## src/rtl/tc8_pkg.sv

```systemverilog
package tc8_pkg;
  typedef enum logic [1:0] {
    MODE_NORMAL = 2'd0,
    MODE_CTC    = 2'd1,
    MODE_FPWM   = 2'd2,
    MODE_ALT    = 2'd3
  } tc_mode_e;

  localparam int A_CTRL  = 0;
  localparam int A_COUNT = 1;
  localparam int A_CMPA  = 2;
  localparam int A_CMPB  = 3;
  localparam int A_MASK  = 4;
  localparam int A_FLAGS = 5;

  localparam int F_OVF   = 0;
  localparam int F_CMPA  = 1;
  localparam int F_CMPB  = 2;
  localparam int NFLAGS  = 3;
  localparam int NCMP    = 2;
endpackage

```

## src/rtl/tc8_cmp_reg.sv

```systemverilog
module tc8_cmp_reg #(
  parameter int W = 8
) (
  input  logic         clk,
  input  logic         rst,
  input  logic         wr,
  input  logic [W-1:0] wdata,
  input  logic         buffered,
  input  logic         load,
  output logic [W-1:0] active
);
  logic [W-1:0] pending;

  // A copy at the wrap takes the pending value held before this cycle's write.
  always_ff @(posedge clk) begin
    if (rst) begin
      active  <= '0;
      pending <= '0;
    end else begin
      if (load) active <= pending;
      if (wr) begin
        pending <= wdata;
        if (!buffered) active <= wdata;
      end
    end
  end
endmodule

```

## src/rtl/tc8_counter.sv

```systemverilog
module tc8_counter
  import tc8_pkg::*;
#(
  parameter int W = 8
) (
  input  logic         clk,
  input  logic         rst,
  input  logic         step,
  input  logic         load_cnt,
  input  logic [W-1:0] load_val,
  input  tc_mode_e     mode,
  input  logic [W-1:0] cmp_a,
  input  logic [W-1:0] cmp_b,
  output logic [W-1:0] count,
  output logic         ev_wrap,
  output logic         ev_ovf,
  output logic         ev_cmpa,
  output logic         ev_cmpb
);
  localparam logic [W-1:0] MAXV = {W{1'b1}};

  logic         adv;
  logic         at_top;
  logic [W-1:0] top_val;
  logic [W-1:0] nxt;

  always_comb begin
    adv     = step && !load_cnt;
    top_val = (mode == MODE_CTC) ? cmp_a : MAXV;
    at_top  = (count == top_val) || (count == MAXV);
    nxt     = at_top ? '0 : count + 1'b1;
    ev_wrap = adv && at_top;
    if (mode == MODE_CTC) ev_ovf = adv && (cmp_a == MAXV) && (nxt == MAXV);
    else                  ev_ovf = adv && at_top;
    ev_cmpa = adv && (cmp_a != '0) && (nxt == cmp_a);
    ev_cmpb = adv && (cmp_b != '0) && (nxt == cmp_b);
  end

  always_ff @(posedge clk) begin
    if (rst)           count <= '0;
    else if (load_cnt) count <= load_val;
    else if (adv)      count <= nxt;
  end
endmodule

```

## src/rtl/tc8_flags.sv

```systemverilog
module tc8_flags #(
  parameter int N = 3
) (
  input  logic         clk,
  input  logic         rst,
  input  logic [N-1:0] set,
  input  logic         clr_we,
  input  logic [N-1:0] clr_bits,
  output logic [N-1:0] flags
);
  logic [N-1:0] clr;

  assign clr = clr_we ? clr_bits : '0;

  always_ff @(posedge clk) begin
    if (rst) flags <= '0;
    else     flags <= (flags & ~clr) | set;
  end
endmodule

```

## src/rtl/tc8_timer.sv

```systemverilog
module tc8_timer
  import tc8_pkg::*;
#(
  parameter int W   = 8,
  parameter int AW  = 3,
  parameter int CSW = 3
) (
  input  logic          clk,
  input  logic          rst,
  input  logic          tick,
  input  logic          wr_en,
  input  logic [AW-1:0] wr_addr,
  input  logic [W-1:0]  wr_data,
  input  logic [AW-1:0] rd_addr,
  output logic [W-1:0]  rd_data,
  output logic          ovf_flag,
  output logic          cmpa_flag,
  output logic          cmpb_flag,
  output logic          irq_ovf,
  output logic          irq_cmpa,
  output logic          irq_cmpb
);
  localparam int CS_LO = 2;
  localparam int CS_HI = CS_LO + CSW - 1;

  logic [1:0]        mode_q;
  tc_mode_e          mode;
  logic [CSW-1:0]    csel_q;
  logic [NFLAGS-1:0] mask_q;
  logic [NFLAGS-1:0] flags;
  logic [W-1:0]      count;
  logic [W-1:0]      cmp_act [NCMP];
  logic              ev_wrap, ev_ovf, ev_cmpa, ev_cmpb;
  logic              wr_ctrl, wr_cnt, wr_mask, wr_flags;
  logic              pwm;
  logic [W-1:0]      rd_mux;

  assign mode     = tc_mode_e'(mode_q);
  assign pwm      = (mode == MODE_FPWM);
  assign wr_ctrl  = wr_en && (wr_addr == AW'(A_CTRL));
  assign wr_cnt   = wr_en && (wr_addr == AW'(A_COUNT));
  assign wr_mask  = wr_en && (wr_addr == AW'(A_MASK));
  assign wr_flags = wr_en && (wr_addr == AW'(A_FLAGS));

  always_ff @(posedge clk) begin
    if (rst) begin
      mode_q <= '0;
      csel_q <= '0;
      mask_q <= '0;
    end else begin
      if (wr_ctrl) begin
        mode_q <= wr_data[1:0];
        csel_q <= wr_data[CS_HI:CS_LO];
      end
      if (wr_mask) mask_q <= wr_data[NFLAGS-1:0];
    end
  end

  for (genvar g = 0; g < NCMP; g++) begin : g_cmp
    tc8_cmp_reg #(.W(W)) u_cmp (
      .clk      (clk),
      .rst      (rst),
      .wr       (wr_en && (wr_addr == AW'(A_CMPA + g))),
      .wdata    (wr_data),
      .buffered (pwm),
      .load     (ev_wrap && pwm),
      .active   (cmp_act[g])
    );
  end

  tc8_counter #(.W(W)) u_cnt (
    .clk      (clk),
    .rst      (rst),
    .step     (tick && (csel_q != '0)),
    .load_cnt (wr_cnt),
    .load_val (wr_data),
    .mode     (mode),
    .cmp_a    (cmp_act[0]),
    .cmp_b    (cmp_act[1]),
    .count    (count),
    .ev_wrap  (ev_wrap),
    .ev_ovf   (ev_ovf),
    .ev_cmpa  (ev_cmpa),
    .ev_cmpb  (ev_cmpb)
  );

  tc8_flags #(.N(NFLAGS)) u_flags (
    .clk      (clk),
    .rst      (rst),
    .set      ({ev_cmpb, ev_cmpa, ev_ovf}),
    .clr_we   (wr_flags),
    .clr_bits (wr_data[NFLAGS-1:0]),
    .flags    (flags)
  );

  always_comb begin
    rd_mux = '0;
    case (rd_addr)
      AW'(A_CTRL): begin
        rd_mux[1:0]         = mode_q;
        rd_mux[CS_HI:CS_LO] = csel_q;
      end
      AW'(A_COUNT): rd_mux = count;
      AW'(A_CMPA):  rd_mux = cmp_act[0];
      AW'(A_CMPB):  rd_mux = cmp_act[1];
      AW'(A_MASK):  rd_mux[NFLAGS-1:0] = mask_q;
      AW'(A_FLAGS): rd_mux[NFLAGS-1:0] = flags;
      default:      rd_mux = '0;
    endcase
  end

  always_ff @(posedge clk) begin
    if (rst) rd_data <= '0;
    else     rd_data <= rd_mux;
  end

  assign ovf_flag  = flags[F_OVF];
  assign cmpa_flag = flags[F_CMPA];
  assign cmpb_flag = flags[F_CMPB];
  assign irq_ovf   = flags[F_OVF]  & mask_q[F_OVF];
  assign irq_cmpa  = flags[F_CMPA] & mask_q[F_CMPA];
  assign irq_cmpb  = flags[F_CMPB] & mask_q[F_CMPB];
endmodule

```

## config.mk

```make
export PLATFORM = sky130hd
export DESIGN_NAME = tc8_timer
export DESIGN_NICKNAME = d
export VERILOG_FILES = /design/src/rtl/tc8_pkg.sv /design/src/rtl/tc8_cmp_reg.sv /design/src/rtl/tc8_counter.sv /design/src/rtl/tc8_flags.sv /design/src/rtl/tc8_timer.sv
export SDC_FILE = /design/constraint.sdc
export NUM_CORES = 1
export LEC_CHECK = 0
export BUFFER_PORTS_ARGS = -buffer_cell sky130_fd_sc_hd__buf_2
export CAP_MARGIN = 20
export CORE_MARGIN = 4
export CORE_UTILIZATION = 46
export DETAILED_ROUTE_END_ITERATION = 12
export PLACE_DENSITY_LB_ADDON = 0.3
export SYNTH_ARGS = -nofsm -noshare
export SYNTH_HDL_FRONTEND = slang
export SYNTH_SLANG_ARGS = --single-unit
```

## constraint.sdc

```tcl
create_clock -name clk -period 2.9 [get_ports clk]
set_clock_uncertainty 0.1 [all_clocks]
set_input_delay 0.29 -clock clk [delete_from_list [all_inputs] [get_ports clk]]
set_output_delay 0.29 -clock clk [all_outputs]
set_load 0.01 [all_outputs]
```

==> metrics.cfg <==
[final_layout]
finalNetCount=471
layout_common_cells=69 x nor2_1, 59 x dfxtp_1, 41 x nand2_1
finalInstanceArea_um2=3930
mostFrequentLayoutCell=nor2_1
antenna_cells=0
drive_gt1_share_pct=18.6
areaGrowthSynthToFinish_pct=11.9

[clock_network]
cts_buffers=9
clk_pin_slew_ns=0.08
cts.hold.buffers_added=0
cts.htree.levels=3
cts_setup_buffers=0
clk_latency_ns=0.36
clock_sinks=59
cts_resized=0
clockRootBuffer=clkbuf_8
cts_tree=built
clk_path_buf_depth=2

[hold_path]
min_path_cells=3
worstHoldStart=wr_data[7]
hold_class=in -> reg
holdPathEnd=g_cmp[1].u_cmp.pending[7]

[power_and_ir_drop]
p_leak_nw=1.57
ir_worst_vdd_uv=380
p_total_mw=1.80
p_per_area_nw_per_um2=459

[synth]
synth-xor-area-share_pct=4.14
synthCells=428
ys_ff_latch=59
synth_top_family_by_area=simple AND/OR/NAND/NOR gates
async_flop_share_pct=0
synthesis.area_um2=3510
yosys.area_share.simple_pct=25.0
synth_edf_count=0
syn_nets=447
yosysSeqAreaShare_pct=33.7
synth_cell_type_count=62
muxShareOfSynthArea_pct=11.5
synthTopCellsByArea=dfxtp_1 34%, mux2i_1 8.0%, nor2_1 7.4%
yosysWarnings=0
yosysTopAreaCellShare_pct=33.7
synth_flop_cell=dfxtp_1
synth_area_leader_cell=dfxtp_1
avgSynthCellArea_um2=8.20
synth_fa_ha_area_share_pct=0.357
synth_compound_area_share_pct=20.0

[global_routing]
grt_first_pass_wirelength_mm=17.1
first_global_vias=3026
antenna_found_initial=1
gr-usage-all-layers_pct=25.6
grt_overflow=0
grt_max_degree=28

[detailed_routing]
vias=3358
wl_mm=11.0
drtIter0Drc=328
via_per_inst=6.04
post_drt_wl_per_cell_um=19.8
ant_nets=0
route.detailed.drc=0
first_pass_iters=5

[worst_setup_path]
endpoint_kind=flip-flop
worstSetupPathType=reg -> reg
critPathMaxStageDelay_ns=0.37
r2r_start=u_cnt.count[0]
path_cells=or2_2, nor3_1, o32ai_2, o22ai_4, buf_4, mux2_1, a31oi_1, o31ai_1
start_kind=flip-flop
cp.required_ns=3.04
ff2ff_path_depth=8
critical-path-slowest-cell=dfxtp_1
rrSetupSlack_ns=0.47
r2r-end=u_flags.flags[2]
cp.arrival_ns=2.57
worstPathMaxFanout=11

[sta]
rsz0062_at_grt=no
tightest_slew_ns=0.598
finalCritPeriodShare_pct=84.0
fin_ws_ns=0.465
hold_violations=0
hold_ws_ns=0.131
fin_crit_ns=2.43
fin_setup_tns_ns=0
slew_viol_final=0
clock.fmax_mhz=411
max_slew_margin_pct=60.0
setup_violations=0

[run_status]
status=completed

[place]
postPlaceCellArea_um2=3740
io_buffers=31
dpl.hpwl_mm=7.94
place_ws_ns=0.534
gp_congestion=0.982

[floorplanning]
rows=31
ioPinCount=32
die_area_um2=9090
initial_core_util_pct=47.9
fp.coreArea_um2=7330
die_h_um=95.3
die_w_um=95.3

[run]
max_cap_viol_count=0

## registers in the layout, summed over array words and instances, names as in the netlist
signal               count
g_cmp.u_cmp.pending     16
mask_q                   3
u_cnt.count              8
mode                     2
u_flags.flags            3
g_cmp.u_cmp.active      16
csel_q                   3
rd_data                  8
## cells by family (layout without fill, tap and decap cells)
| logic type | count (synthesis) | count (layout) |
|---|---|---|
| AOI/OAI and AO/OA | 97 | 97 |
| xor gates and xnor gates | 15 | 15 |
| adders and majority gates | 1 | 1 |
| buffers and inverters | 39 | 68 |
| DFF | 59 | 59 |
| muxes | 37 | 37 |
| and+or+nand+nor | 180 | 180 |
## worst max-delay path: cells and delay by family, from the launching register on
kind / cells / cell delay (ns)
buffers and inverters: 1 / 0.24
muxes: 1 / 0.33
DFF: 1 / 0.37
AOI/OAI and AO/OA: 4 / 0.74
and+or+nand+nor: 2 / 0.54
## layout make-up
type	instances	area [um2]
Fill cell	682	3400
Multi-Input combinational cell	330	2140
Sequential cell	59	1180
Timing Repair Buffer	48	283
Clock buffer	9	124
Tap cell	99	124
Clock inverter	7	58.8
Inverter	4	15.0
## per-layer routing
| layer | share of wire (%) | up-vias | global-route usage, % |
|---|---|---|---|
| li1 | - | 1576 | - |
| met1 | 45 | 1593 | 35.3 |
| met2 | 44 | 153 | 36.6 |
| met3 | 7.3 | 34 | 7.42 |
| met4 | 3.5 | 2 | 11.7 |
| met5 | 0.073 | - | 0 |
## how the worst max path moves through the flow
stage,cells past startpoint,slack (ns),startpoint,to
after detailed placement,8,0.53,mode[0],u_flags.flags[2]
after global placement,8,0.53,mode[0],u_flags.flags[2]
final,8,0.47,u_cnt.count[0],u_flags.flags[2]
after global routing,8,0.30,mode[0],u_flags.flags[2]
after floorplan,9,0.83,mode[1],g_cmp[1].u_cmp.active[1]
after CTS,8,0.49,mode[0],u_flags.flags[2]
## cell usage after synthesis (5+ instances only)
cell / instances
mux2i_1: 28
clkbuf_1: 19
nand3b_1: 5
nor2_1: 69
mux2_2: 6
a22oi_1: 20
o21ai_0: 8
a31oi_1: 5
buf_2: 10
nor3_1: 11
dfxtp_1: 59
nand3_1: 12
nand2_1: 41
xnor2_1: 7
nor2b_1: 6
o21bai_1: 10
xor2_1: 7
a211oi_1: 14
a21oi_1: 17
## power by group
group          total (mW)  switching (mW)  internal (mW)
registers           0.866          0.0334          0.833
clock network       0.719           0.394          0.324
logic               0.218           0.130         0.0883
total                1.80           0.558           1.25
## per-stage QoR
stage                     utilization, %  std cells
after floorplan                        -        428
after CTS                           53.6        556
final                               53.6        556
after global placement              51.1        540
after global routing                53.6        556
after detailed placement            51.1        540
Note: power is estimated with default switching activity, not from simulation.
